**src/rtl/pwm_regs_pkg.sv**
```systemverilog
package pwm_regs_pkg;
  localparam int unsigned WORD_W = 32;
  localparam logic [31:0] ACT_BASE  = 32'h10;
  localparam logic [31:0] PER_BASE  = 32'h20;
  localparam logic [31:0] CH_STRIDE = 32'h20;

  // addr[3:2] inside the control window selects the update operation
  typedef enum logic [1:0] {
    CTRL_WR  = 2'd0,
    CTRL_SET = 2'd1,
    CTRL_CLR = 2'd2,
    CTRL_TOG = 2'd3
  } ctrl_op_e;
endpackage

```
**src/rtl/pwm_addr_dec.sv**
```systemverilog
module pwm_addr_dec
  import pwm_regs_pkg::*;
#(
  parameter int unsigned NUM_CH = 8
) (
  input  logic [31:0]       addr_i,
  output logic              ctrl_hit_o,
  output ctrl_op_e          ctrl_op_o,
  output logic [NUM_CH-1:0] act_hit_o,
  output logic [NUM_CH-1:0] per_hit_o
);
  assign ctrl_hit_o = (addr_i[31:4] == 28'd0) && (addr_i[1:0] == 2'b00);
  assign ctrl_op_o  = ctrl_op_e'(addr_i[3:2]);

  for (genvar c = 0; c < NUM_CH; c++) begin : g_ch
    localparam logic [31:0] ACT_ADDR = ACT_BASE + CH_STRIDE * 32'(c);
    localparam logic [31:0] PER_ADDR = PER_BASE + CH_STRIDE * 32'(c);
    assign act_hit_o[c] = (addr_i == ACT_ADDR);
    assign per_hit_o[c] = (addr_i == PER_ADDR);
  end
endmodule

```
**src/rtl/pwm_ctrl_reg.sv**
```systemverilog
module pwm_ctrl_reg
  import pwm_regs_pkg::*;
#(
  parameter int unsigned NUM_CH = 8
) (
  input  logic              clk_i,
  input  logic              rst_ni,
  input  logic              wr_i,
  input  ctrl_op_e          op_i,
  input  logic [NUM_CH-1:0] wdata_i,
  output logic [NUM_CH-1:0] en_o
);
  logic [NUM_CH-1:0] en_q, en_d;

  always_comb begin
    en_d = en_q;
    if (wr_i) begin
      unique case (op_i)
        CTRL_WR:  en_d = wdata_i;
        CTRL_SET: en_d = en_q | wdata_i;
        CTRL_CLR: en_d = en_q & ~wdata_i;
        CTRL_TOG: en_d = en_q ^ wdata_i;
        default:  en_d = en_q;
      endcase
    end
  end

  always_ff @(posedge clk_i or negedge rst_ni) begin
    if (!rst_ni) en_q <= '0;
    else         en_q <= en_d;
  end

  assign en_o = en_q;

  assert_direct_R2: assert property (@(posedge clk_i) disable iff (!rst_ni)
    (wr_i && op_i == CTRL_WR) |=> en_o == $past(wdata_i));
  assert_set_R3: assert property (@(posedge clk_i) disable iff (!rst_ni)
    (wr_i && op_i == CTRL_SET) |=> en_o == ($past(en_o) | $past(wdata_i)));
  assert_clr_R4: assert property (@(posedge clk_i) disable iff (!rst_ni)
    (wr_i && op_i == CTRL_CLR) |=> en_o == ($past(en_o) & ~$past(wdata_i)));
  assert_tog_R5: assert property (@(posedge clk_i) disable iff (!rst_ni)
    (wr_i && op_i == CTRL_TOG) |=> en_o == ($past(en_o) ^ $past(wdata_i)));
  assert_hold_R12: assert property (@(posedge clk_i) disable iff (!rst_ni)
    !wr_i |=> $stable(en_o));
endmodule

```
**src/rtl/pwm_ch_regs.sv**
```systemverilog
module pwm_ch_regs
  import pwm_regs_pkg::*;
(
  input  logic              clk_i,
  input  logic              rst_ni,
  input  logic              we_i,
  input  logic              act_hit_i,
  input  logic              per_hit_i,
  input  logic [WORD_W-1:0] wdata_i,
  output logic [WORD_W-1:0] active_o,
  output logic [WORD_W-1:0] period_o,
  output logic              commit_o
);
  logic [WORD_W-1:0] act_q, per_q;
  logic              commit_q;

  always_ff @(posedge clk_i or negedge rst_ni) begin
    if (!rst_ni) begin
      act_q    <= '0;
      per_q    <= '0;
      commit_q <= 1'b0;
    end else begin
      if (we_i && act_hit_i) act_q <= wdata_i;
      if (we_i && per_hit_i) per_q <= wdata_i;
      commit_q <= we_i && per_hit_i;
    end
  end

  assign active_o = act_q;
  assign period_o = per_q;
  assign commit_o = commit_q;

  assert_period_hold_R7: assert property (@(posedge clk_i) disable iff (!rst_ni)
    !(we_i && per_hit_i) |=> $stable(period_o));
  assert_commit_src_R8: assert property (@(posedge clk_i) disable iff (!rst_ni)
    (we_i && per_hit_i) |=> commit_o && period_o == $past(wdata_i));
  assert_active_hold_R12: assert property (@(posedge clk_i) disable iff (!rst_ni)
    !(we_i && act_hit_i) |=> $stable(active_o));
endmodule

```
**src/rtl/pwm_cfg_regs.sv**
```systemverilog
module pwm_cfg_regs
  import pwm_regs_pkg::*;
#(
  parameter int unsigned NUM_CH = 8
) (
  input  logic                     clk_i,
  input  logic                     rst_ni,
  input  logic [31:0]              addr_i,
  input  logic [31:0]              wdata_i,
  input  logic                     we_i,
  output logic [31:0]              rdata_o,
  output logic [NUM_CH-1:0]        ch_en_o,
  output logic [WORD_W*NUM_CH-1:0] ch_active_o,
  output logic [WORD_W*NUM_CH-1:0] ch_period_o,
  output logic [NUM_CH-1:0]        commit_o
);
  localparam logic [31:0] MAP_END = ACT_BASE + CH_STRIDE * 32'(NUM_CH);

  logic              ctrl_hit;
  ctrl_op_e          ctrl_op;
  logic [NUM_CH-1:0] act_hit, per_hit;

  pwm_addr_dec #(.NUM_CH(NUM_CH)) u_dec (
    .addr_i     (addr_i),
    .ctrl_hit_o (ctrl_hit),
    .ctrl_op_o  (ctrl_op),
    .act_hit_o  (act_hit),
    .per_hit_o  (per_hit)
  );

  pwm_ctrl_reg #(.NUM_CH(NUM_CH)) u_ctrl (
    .clk_i   (clk_i),
    .rst_ni  (rst_ni),
    .wr_i    (we_i && ctrl_hit),
    .op_i    (ctrl_op),
    .wdata_i (wdata_i[NUM_CH-1:0]),
    .en_o    (ch_en_o)
  );

  for (genvar c = 0; c < NUM_CH; c++) begin : g_ch
    pwm_ch_regs u_ch (
      .clk_i     (clk_i),
      .rst_ni    (rst_ni),
      .we_i      (we_i),
      .act_hit_i (act_hit[c]),
      .per_hit_i (per_hit[c]),
      .wdata_i   (wdata_i),
      .active_o  (ch_active_o[c*WORD_W +: WORD_W]),
      .period_o  (ch_period_o[c*WORD_W +: WORD_W]),
      .commit_o  (commit_o[c])
    );
  end

  always_comb begin
    rdata_o = '0;
    if (ctrl_hit) rdata_o[NUM_CH-1:0] = ch_en_o;
    for (int c = 0; c < NUM_CH; c++) begin
      if (act_hit[c]) rdata_o = ch_active_o[c*WORD_W +: WORD_W];
      if (per_hit[c]) rdata_o = ch_period_o[c*WORD_W +: WORD_W];
    end
  end

  assert_commit_onehot_R8: assert property (@(posedge clk_i) disable iff (!rst_ni)
    $onehot0(commit_o));
  assert_commit_idle_R8: assert property (@(posedge clk_i) disable iff (!rst_ni)
    !we_i |=> commit_o == '0);
  assert_unmapped_R10: assert property (@(posedge clk_i) disable iff (!rst_ni)
    (addr_i >= MAP_END + 32'h10) |-> rdata_o == '0);
  assert_alias_read_R9: assert property (@(posedge clk_i) disable iff (!rst_ni)
    (addr_i[31:4] == 28'd0 && addr_i[1:0] == 2'b00) |-> rdata_o == 32'(ch_en_o));

  if (NUM_CH < 32) begin : g_upper
    assert_upper_zero_R11: assert property (@(posedge clk_i) disable iff (!rst_ni)
      (addr_i == 32'h0) |-> rdata_o[31:NUM_CH] == '0);
  end
endmodule

```
**config.mk**
```make
export PLATFORM = sky130hd
export DESIGN_NAME = pwm_cfg_regs
export DESIGN_NICKNAME = d
export VERILOG_FILES = /design/src/rtl/pwm_regs_pkg.sv /design/src/rtl/pwm_addr_dec.sv /design/src/rtl/pwm_ctrl_reg.sv /design/src/rtl/pwm_ch_regs.sv /design/src/rtl/pwm_cfg_regs.sv
export SDC_FILE = /design/constraint.sdc
export NUM_CORES = 1
export LEC_CHECK = 0
export ABC_AREA = 1
export BUFFER_PORTS_ARGS = -buffer_cell sky130_fd_sc_hd__clkbuf_2
export CAP_MARGIN = 20
export CELL_PAD_IN_SITES_DETAIL_PLACEMENT = 1
export CELL_PAD_IN_SITES_GLOBAL_PLACEMENT = 1
export CORE_UTILIZATION = 39
export CTS_BUF_LIST = sky130_fd_sc_hd__clkbuf_16
export DETAILED_ROUTE_END_ITERATION = 7
export GPL_TIMING_DRIVEN = 0
export PLACE_DENSITY_LB_ADDON = 0.1
export SETUP_SLACK_MARGIN = 0.3
export SKIP_CTS_REPAIR_TIMING = 1
export SLEW_MARGIN = 10
export SYNTH_ARGS = -nofsm -noshare
export SYNTH_HDL_FRONTEND = slang
export SYNTH_HIERARCHICAL = 1
export SYNTH_SLANG_ARGS = --single-unit
```
**constraint.sdc**
```tcl
create_clock -name clk_i -period 4.5 [get_ports clk_i]
set_input_delay 0.9 -clock clk_i [delete_from_list [all_inputs] [get_ports clk_i]]
set_output_delay 0.9 -clock clk_i [all_outputs]
set_load 0.02 [all_outputs]
```
---- Word level (Yosys, flattened, before mapping) ----
Cells that the tools add are included.
storage, ports and cells
  bits in registers ....................... 528
  input port bits ......................... 67
  output and inout port bits .............. 560
  logic and storage cells ................. 87
operators by class
  equality and inequality tests ........... 19
  multiplexer cells ....................... 18
  bitwise operators ....................... 4
  reduce and logical (&&, ||, !) cells .... 21
operator list
  kind                 count
  $mux 32              16
  $eq 32x8->1 const B  8
  $eq 32x7->1 const B  4
  $eq 32x6->1 const B  2
  $eq 32x5->1 const B  1
  $eq 32x9->1 const B  1
  $pmux 8 s4           1
  $logic_not 28->1     1
  $logic_and 1x1->1    18
  $and 8x8->8          1
  $mux 8               1
  $not 8->8            1
  $or 8x8->8           1
  $xor 8x8->8          1
  $eq 2x2->1 const B   2
  $logic_not 2->1      2
  $eq 2x1->1 const B   1

---- Depth between registers and ports, before layout ----
  depth after elaboration ................. 19
  gate-level depth with buffers ........... 27
  gate-level depth less buffers ........... 25

---- Modules after synthesis ----
The synthesis kept the hierarchy.
by module, submodules not included
  module        times used  cells an instance  area an instance (µm²)  seq. area each (µm²)
  pwm_ch_regs   8           281                2595.0                  1626.6
  pwm_cfg_regs  1           1213               5459.0                  0.0
  pwm_ctrl_reg  1           121                832.0                   200.2
  pwm_addr_dec  1           116                506.7                   0.0

---- Least setup slack after synthesis ----
OpenSTA, ideal clock, no wires.
  kind .................................... input to output
  start ................................... input port addr_i[9]
  end ..................................... output port rdata_o[12]
  arrival time ............................ 3084 ps
  data required time ...................... 3600 ps
  setup slack ............................. 516 ps
  cell stages on the path ................. 24
  buffers on the path ..................... 3
  path through ............................ nor2_1 > nand2_2 > buf_6 > nor2_1 > nand2_1 > nor2_1 > buf_6 > buf_4 > a21oi_1 > nand2_1 > o21ai_1 > o21ai_1 > nand2_1 > nand2_1 > nand3_1 > nand3_1 > nand3_1 > nand3_1 > nand3_1 > nand3_1 > nand2_1 > nand2_1 > nand2_1 > nand2_1
on the way
  elaborated cells between the ends (all ways) .. 32
  classes of those cells .................. 16 x eq/ne; 16 x mux
RTL lines
  item                  RTL line            source
  start, declared       pwm_cfg_regs.sv:8   input logic [31:0] addr_i,
  $eq 32x6->1           pwm_addr_dec.sv:19  assign per_hit_o[c] = (addr_i == PER_ADDR);
  named net per_hit[0]  pwm_cfg_regs.sv:21  logic [NUM_CH-1:0] act_hit, per_hit;
  $mux 32               pwm_cfg_regs.sv:59  if (per_hit[c]) rdata_o = ch_period_o[c*WORD_W +: WORD_W];
  $mux 32               pwm_cfg_regs.sv:58  if (act_hit[c]) rdata_o = ch_active_o[c*WORD_W +: WORD_W];
  $mux 32               pwm_cfg_regs.sv:59
  $mux 32               pwm_cfg_regs.sv:58
  $mux 32               pwm_cfg_regs.sv:59
  $mux 32               pwm_cfg_regs.sv:58
  $mux 32               pwm_cfg_regs.sv:59
  $mux 32               pwm_cfg_regs.sv:58
  $mux 32               pwm_cfg_regs.sv:59
  $mux 32               pwm_cfg_regs.sv:58
  $mux 32               pwm_cfg_regs.sv:59
  $mux 32               pwm_cfg_regs.sv:58
  $mux 32               pwm_cfg_regs.sv:59
  $mux 32               pwm_cfg_regs.sv:58
  $mux 32               pwm_cfg_regs.sv:59
  end, declared         pwm_cfg_regs.sv:11  output logic [31:0] rdata_o,
The timed path passes the listed nets, and every way through them passes these cells.

---- Worst setup path in the final report ----
  start ................................... input port addr_i[0]
  end ..................................... output port rdata_o[25]
on the way
  longest elaborated chain between the ends .. 17
  elaborated cells between the ends (all ways) .. 32
  classes of those cells .................. 16 x eq/ne; 16 x mux
RTL lines
  item                  RTL line            source
  $eq 32x5->1           pwm_addr_dec.sv:18  assign act_hit_o[c] = (addr_i == ACT_ADDR);
  named net act_hit[0]  pwm_cfg_regs.sv:21
  $mux 32               pwm_cfg_regs.sv:58
  $mux 32               pwm_cfg_regs.sv:59
  $mux 32               pwm_cfg_regs.sv:58
  $mux 32               pwm_cfg_regs.sv:59
  $mux 32               pwm_cfg_regs.sv:58
  $mux 32               pwm_cfg_regs.sv:59
  (+2 left out)         -
  $mux 32               pwm_cfg_regs.sv:58
  $mux 32               pwm_cfg_regs.sv:59
  $mux 32               pwm_cfg_regs.sv:58
  $mux 32               pwm_cfg_regs.sv:59
  $mux 32               pwm_cfg_regs.sv:58
  $mux 32               pwm_cfg_regs.sv:59
  $mux 32               pwm_cfg_regs.sv:58
  $mux 32               pwm_cfg_regs.sv:59
The timed path passes the listed nets, and every way through them passes these cells.

==> results.txt <==
outcome: finished, violations left
failing checks: setup timing
Syn Area/Cell: 7.45 sq um
first-pass GRT wire length: 181 mm
syn_nets: 3,781
clock buffer count from CTS: 67
Syn-to-layout area delta: 30.5%
RSZ-0062 raised after global routing: true
DR vias: 29,500
DIE WIDTH: 268 um
fraction of layout cells with a size suffix above 1: 0.312
Layout Nets: 4,512
largest driver fanout on the critical path: 6
Die ar.: 71,700 sq um
maximum VDD drop: 0.224 mV
Top Usage Layer GRT: met2
H-tree depth: 3
met3 usage: 0.0667
IO buf count: 626
CTS tree: yes
Global Route met2 Usage: 0.518
initial antenna violation count: 1
die height: 268 um
grt total ovfl: 0
GR met1 Demand/Resource: 0.469
top cell family by delay on the critical path: simple AND/OR/NAND/NOR gates
Lkg Pwr: 21.0 nW
final setup margin: -241 ps
final instance area: 36,000 sq um
Final min period: 4740 ps
Least-Margin Pin Slew: 775 ps
num rows: 97
Total Wirelength: 125 mm
worst clock skew: 0 ps
most common cell after layout, fill and taps aside: nand2_1
clock buffer depth: 3
DR iter-0 viols: 2,700
Seq cells post-synth: 528
Reg-to-Reg End: u_ctrl/en_o[5]$_DFFE_PN0P_
Setup CP Type: in2out
CP Launch Type: primary input
Placer Congestion: 0.909
1st-pass router iterations: 5
reg2reg start: u_ctrl/en_o[5]$_DFFE_PN0P_
gr usage total: 0.338
placed cell area: 32,000 sq um
R2R Setup Slk: 3270 ps
stages on the worst setup path: 28
Slew Viols, Final: 0
drt drc: 0
Mapped Area: 27,600 sq um
Fmax: 211 MHz
most frequent cells in the layout: nand2_1, clkbuf_2, nand3_1
clk_lat worst skew: 600 ps
CTS Sinks: 528
yosys warns: 6
Max Cap Viol: 0
core footprint: 70,000 sq um
Final ANT Viol Nets: 0
clk slew on worst S/H paths: 50 ps
Root Buffer: clkbuf_16
PD cells: 285 nW/um^2
Max-slew headroom: 0.484
critical path arrival: 3840 ps
Worst Setup End Kind: output pin
Post-Syn Instances: 3,698
pin count of the biggest net entering global routing: 93
Netlist cell types: 25
DP HPWL: 95.7 mm
most used cell, CP: nand2_1
WHS: 296 ps
Setup Viol. Count Final: 32
vias in the first global route: 28,500
worst r2r path cells: 6
final-report hold violation count: 0
Final Cycle Share: 1.05
Seq/Total Area, Yosys: 0.479
wire per inst: 23.0 um
critical path required time: 3600 ps
I/O pin count: 627
worst path bufs/invs: 6
hold crit path type: in2async
CP peak stage delay: 200 ps
Starting Density: 0.394
DR vias/cell: 5.45
slowest CP cell: clkbuf_16
-- stage by stage --
step / power, mW / TNS, ps / instances / utilization / worst slack (ps)
global route: 10.5 / -9930 / 5416 / 0.514 / -380
finish: 10.3 / -4200 / 5418 / 0.514 / -241
CTS: 10.3 / -21550 / 5386 / 0.486 / -803
floorplan: 4.95 / 0 / 3698 / - / 516
detailed placement: 5.27 / -21270 / 5270 / 0.458 / -784
global placement: 5.25 / -5689550 / 5264 / 0.455 / -10820
-- cell type report --
class / count / area, sq um
sequential: 528 / 13200
fill: 8781 / 34100
clock buffer: 70 / 1750
inverter: 91 / 344
buffer: 277 / 1950
timing repair buffer: 662 / 3830
multi-input combinational: 2802 / 13500
tap: 940 / 1180
clock inverter: 46 / 248
antenna: 2 / 5.00
-- sequential cells by signal, summed over array words and instances, names as in the netlist --
register and cells:
g_ch.u_ch/active_o 256, g_ch.u_ch/commit_o 8, g_ch.u_ch/period_o 256, u_ctrl/en_o 8
-- cell usage after synthesis --
library cell | n | share of area
buf_4 | 36 | 0.0098
inv_1 | 88 | 0.012
clkbuf_2 | 1 | 0.00018
dfrtp_1 | 528 | 0.48
buf_6 | 63 | 0.026
inv_2 | 3 | 0.00041
clkbuf_1 | 44 | 0.0060
a21oi_1 | 160 | 0.029
nor2_1 | 194 | 0.026
nand2_1 | 1523 | 0.21
nor2_4 | 2 | 0.00082
dlygate4sd1_1 | 5 | 0.0016
nand3_1 | 740 | 0.13
o21ai_1 | 39 | 0.0071
buf_2 | 123 | 0.022
o211ai_1 | 1 | 0.00027
nor2_2 | 9 | 0.0020
or2_2 | 98 | 0.022
buf_1 | 5 | 0.00068
ha_1 | 16 | 0.0073
nor2_8 | 1 | 0.00073
o21ai_0 | 9 | 0.0016
nand2_2 | 7 | 0.0016
o21bai_1 | 2 | 0.00054
nand3b_1 | 1 | 0.00027
-- power by group --
part	total, mW	leakage (nW)	internal [mW]	switching (mW)
clock network	5.06	1.05	2.90	2.15
logic	0.452	12.6	0.0902	0.362
registers	4.75	7.38	4.75	0.0000000471
-- cells by family after synthesis --
| logic type | synth area share |
|---|---|
| AND/OR/NAND/NOR | 0.396 |
| flip-flops | 0.479 |
| buffers and inverters | 0.0787 |
| AO/OA/AOI/OAI | 0.0386 |
| adder cells (fa/ha/maj) | 0.00726 |
-- metal layers --
metal  vias to the layer above  routed length [um]
met5                         -                  11
met4                         2                4980
met3                       228                8840
met2                      1079               56500
met1                     14900               54500
li1                      13300                   -
-- worst max path at each step --
stage,from,end
final,addr_i[0],rdata_o[25]
after global routing,addr_i[0],rdata_o[27]
after CTS,addr_i[9],rdata_o[10]
after detailed placement,addr_i[9],rdata_o[10]
after global placement,rst_ni,g_ch[7].u_ch/period_o[7]$_DFFE_PN0P_
after floorplan,addr_i[9],rdata_o[12]
No activity file was read; power rests on OpenSTA's default activity.
